==> config.mk <==
export PLATFORM = sky130hd
export DESIGN_NAME = startup_seq
export DESIGN_NICKNAME = d
export VERILOG_FILES = /design/src/rtl/startup_seq.sv
export SDC_FILE = /design/constraint.sdc
export NUM_CORES = 1
export LEC_CHECK = 0
export BUFFER_PORTS_ARGS = -buffer_cell sky130_fd_sc_hd__clkbuf_2
export CAP_MARGIN = 20
export CORE_MARGIN = 1
export CORE_UTILIZATION = 44
export CTS_CLUSTER_SIZE = 24
export DETAILED_ROUTE_END_ITERATION = 8
export PLACE_DENSITY = 0.77
export SLEW_MARGIN = 40
export SYNTH_ARGS = -nofsm -noshare
export SYNTH_HDL_FRONTEND = slang
export SYNTH_SLANG_ARGS = --single-unit
==> constraint.sdc <==
create_clock -name clk -period 4.17 [get_ports clk]
set_clock_uncertainty 0.15 [all_clocks]
set_input_delay 0.417 -clock clk [delete_from_list [all_inputs] [get_ports clk]]
set_output_delay 0.417 -clock clk [all_outputs]
set_load 0.05 [all_outputs]
==> src/rtl/startup_seq.sv <==
module startup_seq #(
  parameter int PHASE_W    = 3,
  parameter int PIPE_DEPTH = 2,
  localparam int STAT_W    = PHASE_W + 7
) (
  input  logic               clk,
  input  logic               rst_n,
  input  logic               start,
  input  logic               done_pin_in,
  input  logic               clk_locked,
  input  logic               imp_matched,
  input  logic               opt_wait_lock,
  input  logic               opt_wait_match,
  input  logic               opt_drive_done,
  input  logic               opt_done_pipe,
  input  logic [PHASE_W-1:0] ph_done,
  input  logic [PHASE_W-1:0] ph_gts,
  input  logic [PHASE_W-1:0] ph_gwe,
  input  logic [PHASE_W-1:0] ph_eos,
  output logic               done_oe,
  output logic               done_out,
  output logic               gts,
  output logic               gwe,
  output logic               eos,
  output logic [STAT_W-1:0]  status
);

  localparam logic [PHASE_W-1:0] LAST = PHASE_W'((1 << PHASE_W) - 1);

  typedef enum logic [1:0] {S_IDLE, S_RUN, S_FIN} st_t;

  st_t                  st;
  logic [PHASE_W-1:0]   phase_q;
  logic                 released, gts_q, gwe_q, eos_q;
  logic                 pin_s1, lock_q, match_q;
  logic [PIPE_DEPTH-1:0] pin_pipe;

  wire done_seen = opt_done_pipe ? pin_pipe[PIPE_DEPTH-1] : pin_s1;
  wire wait_ok   = (!opt_wait_lock || clk_locked) && (!opt_wait_match || imp_matched);
  wire ev_done   = (phase_q == ph_done);
  wire ev_gts    = (phase_q == ph_gts);
  wire ev_gwe    = (phase_q == ph_gwe);
  wire ev_eos    = (phase_q == ph_eos);
  wire gated     = (ev_done || ev_gts || ev_gwe) && !wait_ok;
  wire pin_hold  = released && !done_seen;
  wire step      = (st == S_RUN) && !gated && !pin_hold;

  always_ff @(posedge clk or negedge rst_n) begin
    if (!rst_n) begin
      pin_s1   <= 1'b0;
      lock_q   <= 1'b0;
      match_q  <= 1'b0;
      pin_pipe <= '0;
    end else begin
      pin_s1      <= done_pin_in;
      lock_q      <= clk_locked;
      match_q     <= imp_matched;
      pin_pipe[0] <= pin_s1;
      for (int i = 1; i < PIPE_DEPTH; i++) pin_pipe[i] <= pin_pipe[i-1];
    end
  end

  always_ff @(posedge clk or negedge rst_n) begin
    if (!rst_n) begin
      st       <= S_IDLE;
      phase_q  <= '0;
      released <= 1'b0;
      gts_q    <= 1'b1;
      gwe_q    <= 1'b0;
      eos_q    <= 1'b0;
    end else begin
      case (st)
        S_IDLE: if (start) begin
          st      <= S_RUN;
          phase_q <= '0;
        end
        S_RUN: if (step) begin
          if (ev_done) released <= 1'b1;
          if (ev_gts)  gts_q    <= 1'b0;
          if (ev_gwe)  gwe_q    <= 1'b1;
          if (ev_eos)  eos_q    <= 1'b1;
          if (phase_q == LAST) st <= S_FIN;
          else phase_q <= phase_q + 1'b1;
        end
        default: st <= S_FIN;
      endcase
    end
  end

  assign done_oe  = !released || opt_drive_done;
  assign done_out = released;
  assign gts      = gts_q;
  assign gwe      = gwe_q;
  assign eos      = eos_q;
  assign status   = {phase_q, match_q, lock_q, eos_q, gwe_q, gts_q, pin_s1, released};


  idle_state_chk: assert property (@(posedge clk) disable iff (!rst_n)
    (st == S_IDLE) |-> (gts_q && !gwe_q && !eos_q && !released));


  release_phase_chk: assert property (@(posedge clk) disable iff (!rst_n)
    $rose(released) |-> ($past(phase_q) == $past(ph_done)));


  pin_hold_chk: assert property (@(posedge clk) disable iff (!rst_n)
    (st == S_RUN && released && !done_seen) |=> ($stable(phase_q) && $stable(gts_q) && $stable(gwe_q)));


  gwe_lock_chk: assert property (@(posedge clk) disable iff (!rst_n)
    $rose(gwe_q) |-> $past(!opt_wait_lock || clk_locked));


  gwe_match_chk: assert property (@(posedge clk) disable iff (!rst_n)
    $rose(gwe_q) |-> $past(!opt_wait_match || imp_matched));


  eos_sticky_chk: assert property (@(posedge clk) disable iff (!rst_n)
    eos_q |=> eos_q);

endmodule

# Yosys cells after proc, flatten, opt, wreduce, memory -nomap -nowiden
# Index checks and enable logic that the tools add are counted.
[classes]
add_sub_neg = 1
eq_ne = 10
n_mux = 9
n_reduce_logical = 25
[ops]
columns = ["cell", "n"]
rows = [
  ["3-bit AND reduction", 5],
  ["3-bit == test", 4],
  ["3-bit two-way mux", 3],
  ["1-bit logical NOT", 7],
  ["2-bit two-way mux", 3],
  ["2-bit inequality test (second input constant)", 3],
  ["3-bit one-hot mux with 2 select lines", 1],
  ["1-bit logical AND", 5],
  ["1-bit logical OR", 5],
  ["2-bit one-hot mux with 2 select lines", 1],
  ["4-bit AND reduction", 1],
  ["3-bit by 1-bit adder with 3-bit output (second input constant)", 1],
  ["3-bit == test (second input constant)", 1],
  ["2-bit by 1-bit == test with 1-bit output (second input constant)", 1],
  ["2-bit logical NOT", 1],
  ["2-bit by 1-bit inequality test with 1-bit output (second input constant)", 1],
  ["2-bit nonzero test", 1],
  ["1-bit two-way mux", 1],
]
[totals]
reg_bits = 14
inputBits = 22
out_inout_bits = 15

# Depth between registers and ports, before layout
[logic_depth]
word_depth = 10
mapped_depth = 6

# Least setup slack after synthesis
# OpenSTA, ideal clock, no wires.
[synth_path]
kind = "reg-to-reg"
startpoint = "reg phase_q[0]"
endpoint = "reg phase_q[2]"
t_arrival_ns = 1.759
path_slack_ns = 2.124
path_stages_with_launch = 7
path_buffers = 0
path_cell_list = "dfrtp_1 ha_1 ha_1 nand2b_1 a221oi_1 and4_4 o32ai_1"
[synth_between]
elab_chain_len = 9
[synth_lines]
columns = ["item", "line_no", "text"]
rows = [
  ["start, declared", "33", "logic [PHASE_W-1:0] phase_q;"],
  ["start signal, assigned", "83", "else phase_q <= phase_q + 1'b1;"],
  ["3-bit == test (on tied branches)", "40, 41", ""],
  ["1-bit logical OR (2 in a row)", "44", "wire gated = (ev_done || ev_gts || ev_gwe) && !wait_ok;"],
  ["1-bit logical AND", "44", ""],
  ["1-bit logical NOT", "46", "wire step = (st == S_RUN) && !gated && !pin_hold;"],
  ["1-bit logical AND (2 in a row)", "46", ""],
  ["2-bit inequality test (no source line)", "-", ""],
  ["4-bit AND reduction (no source line)", "-", ""],
]
# Several ways; a longest one is shown, not always the timed one. The select of a mux whose other input is x is not followed.
# A chain may end at the register's enable or synchronous reset.

# Worst setup path in the final report
[layout_path]
startpoint = "reg phase_q[0]"
endpoint = "reg phase_q[1]"
# Same word-level chain as after synthesis.

==> results.py <==
metrics = {
    "status": {
        "status": "finished clean",
    },
    "yosys": {
        "synthArstFlopShare_pct": 100,
        "yosysSeqAreaShare_pct": 41.4,
        "syn-mean-instance-area_um2": 10.7,
        "ys_ff_latch": 14,
        "synth-main-ff-cell": "dfrtp_1",
        "syn_inst": 79,
        "synth_edf_count": 0,
        "yosysWarnings": 0,
        "yosysTopAreaCellShare_pct": 38.3,
        "syn_area_um2": 848,
        "synth_fp_nets": 103,
        "synth_area_leaders": "dfrtp_1 (38%), xnor2_1 (8.3%), buf_4 (7.1%)",
        "synth_cell_types": 29,
        "yosysTopAreaCell": "dfrtp_1",
    },
    "setup_path": {
        "cp.buffers_inverters": 0,
        "required_ns": 4.17,
        "slowest_delay_ns": 0.50,
        "cpMostUsedCell": "ha_1",
        "start_kind": "flop",
        "crit_path_max_fanout": 8,
        "crit_chain": "ha_1, ha_1, nand2b_1, a221oi_1, and4_4, o32ai_1",
        "arrival_ns": 2.04,
        "crit_type": "reg -> reg",
        "cp_top_family": "flip-flops",
        "worst_path_max_delay_cell": "dfrtp_1",
        "end_kind": "flop",
    },
    "placed_design": {
        "dp.cells": 130,
        "io_buffers": 36,
        "gp_congestion": 0.760,
        "dp_slack_ns": 2.15,
        "hpwl_um": 1240,
    },
    "grt": {
        "track_usage_pct": 16.6,
        "use_met1_pct": 22.0,
        "top_usage_layer": "met2",
        "grt_pass1_wl_um": 2490,
        "overflow": 0,
        "grtUsageMet3_pct": 4.76,
        "grt_pass1_vias": 595,
        "grtUsageMet2_pct": 25.9,
        "grt_max_degree": 15,
        "antenna_found_initial": 0,
    },
    "timing": {
        "fin_crit_sh_pct": 49.1,
        "rsz0062_at_grt": "false",
        "fmax_mhz": 489,
        "worst_pin_slew_ns": 0.400,
        "setup_viol": 0,
        "setup_tns_ns": 0,
        "drv_slew": 0,
        "fin_crit_ns": 2.05,
        "setup_slack_ns": 2.12,
        "max_slew_margin_pct": 73.3,
        "hold_viol": 0,
    },
    "floorplanning": {
        "die_height_um": 45.9,
        "die_area_um2": 2110,
        "start_util_pct": 48.1,
        "die_w_um": 45.9,
        "row_count": 15,
        "ios": 37,
        "core-area_um2": 1760,
    },
    "drt": {
        "vias": 688,
        "wire_per_inst_um": 11.6,
        "drc": 0,
        "drt_iter0_markers": 10,
        "drt_pre_antenna_iters": 4,
        "drt-total-wl_um": 1570,
        "vias_per_cell": 5.10,
        "ant_nets": 0,
    },
    "clock_network": {
        "ctsResizeCount": 0,
        "cts_buffers": 3,
        "cts_tree": "done",
        "holdBufCountCts": 1,
        "postCtsSetupBuffers": 0,
        "cts_buffer_depth": 2,
        "cts_root_buf": "clkbuf_4",
        "path_clk_slew_ns": 0.08,
        "clock_latency_ns": 0.27,
        "cts-htree-levels": 1,
        "cts_sinks": 14,
    },
    "layout": {
        "layout_common_cells": "clkbuf_2 (36), dfrtp_1 (13), xnor2_1 (8)",
        "area_growth_pct": 19.5,
        "drive_above_1_share_pct": 41.8,
        "final_cells": 135,
        "layout_commonest_cell": "clkbuf_2",
        "layout.nets": 135,
        "antenna_cells": 0,
    },
    "pwr": {
        "p_leak_uw": 0.000483,
        "power_density_nw_per_um2": 343,
        "peakVddDrop_mv": 0.181,
    },
    "job": {
        "drv_cap": 0,
    },
    "worst_hold_path": {
        "hp-class": "in -> reg",
    },
}
[flip-flops by register name, summed over array words and instances (netlist names)]
name      flops
done_out      1
st            2
gwe           1
pin_pipe      2
eos           1
match_q       1
phase_q       3
gts           1
pin_s1        1
lock_q        1
[synthesized netlist by cell type (2+ instances only)]
cell type	number
a211oi_2	2
a21oi_1	2
buf_4	8
buf_6	2
dfrtp_1	13
ha_1	2
inv_1	6
nand2_1	3
nand2b_1	3
nand3_1	3
nand3b_1	3
nor2_1	2
o21a_1	2
o21bai_1	2
o32ai_1	3
xnor2_1	8
xor2_1	3
[layer usage]
metal  vias up  share of wire [%]
li1        335                  -
met1       320                 43
met2        33                 50
met4         0                  0
met5         -                  0
met3         0                7.0
[layout make-up]
| class | instances | area (um^2) |
|---|---|---|
| Tap cell | 25 | 31.3 |
| Timing Repair Buffer | 37 | 190 |
| Sequential cell | 14 | 352 |
| Clock buffer | 4 | 26.3 |
| Multi-Input combinational cell | 49 | 392 |
| Fill cell | 167 | 751 |
| Inverter | 6 | 22.5 |
[per-stage QoR]
stage               power [uW]  hold WS [ns]  util (%)  cell area, um^2
floorplan                  250       -0.0286         -              848
global placement           269         0.176      55.4              977
detailed placement         271         0.179      55.4              977
CTS                        352        0.0787      57.4             1010
global route               370        0.0715      57.4             1010
finish                     348        0.0901      57.4             1010
[where the power goes]
| group | leakage, uW | internal, uW | total [uW] | switching (uW) |
|---|---|---|---|---|
| combinational | 0.000294 | 38.8 | 109 | 70.4 |
| sequential | 0.000174 | 145 | 160 | 14.8 |
| clock | 0.0000150 | 37.1 | 78.7 | 41.6 |
[final timing paths]
check / slack, ns / start / to / cells after the start
max in group asynchronous: 3.16 / rst_n / gts$_DFFE_PN1P_ / 2
min reg2reg: 0.21 / pin_pipe[0]$_DFF_PN0_ / pin_pipe[1]$_DFF_PN0_ / 0
min: 0.09 / done_pin_in / pin_s1$_DFF_PN0_ / 1
max reg2reg: 2.12 / phase_q[0]$_DFFE_PN0P_ / phase_q[1]$_DFFE_PN0P_ / 6
min in group asynchronous: 0.42 / rst_n / match_q$_DFF_PN0_ / 2
max: 2.12 / phase_q[0]$_DFFE_PN0P_ / phase_q[1]$_DFFE_PN0P_ / 6
[kinds of logic after synthesis]
kind of cell	count (synthesis)	synth area share (%)
simple gates	16	10.8
flops	14	41.4
compound gates	18	17.6
mux	1	1.62
fa+ha+maj	2	2.95
buf+inv	16	12.4
xor+xnor	12	13.3
(Power assumes the default switching activity.)
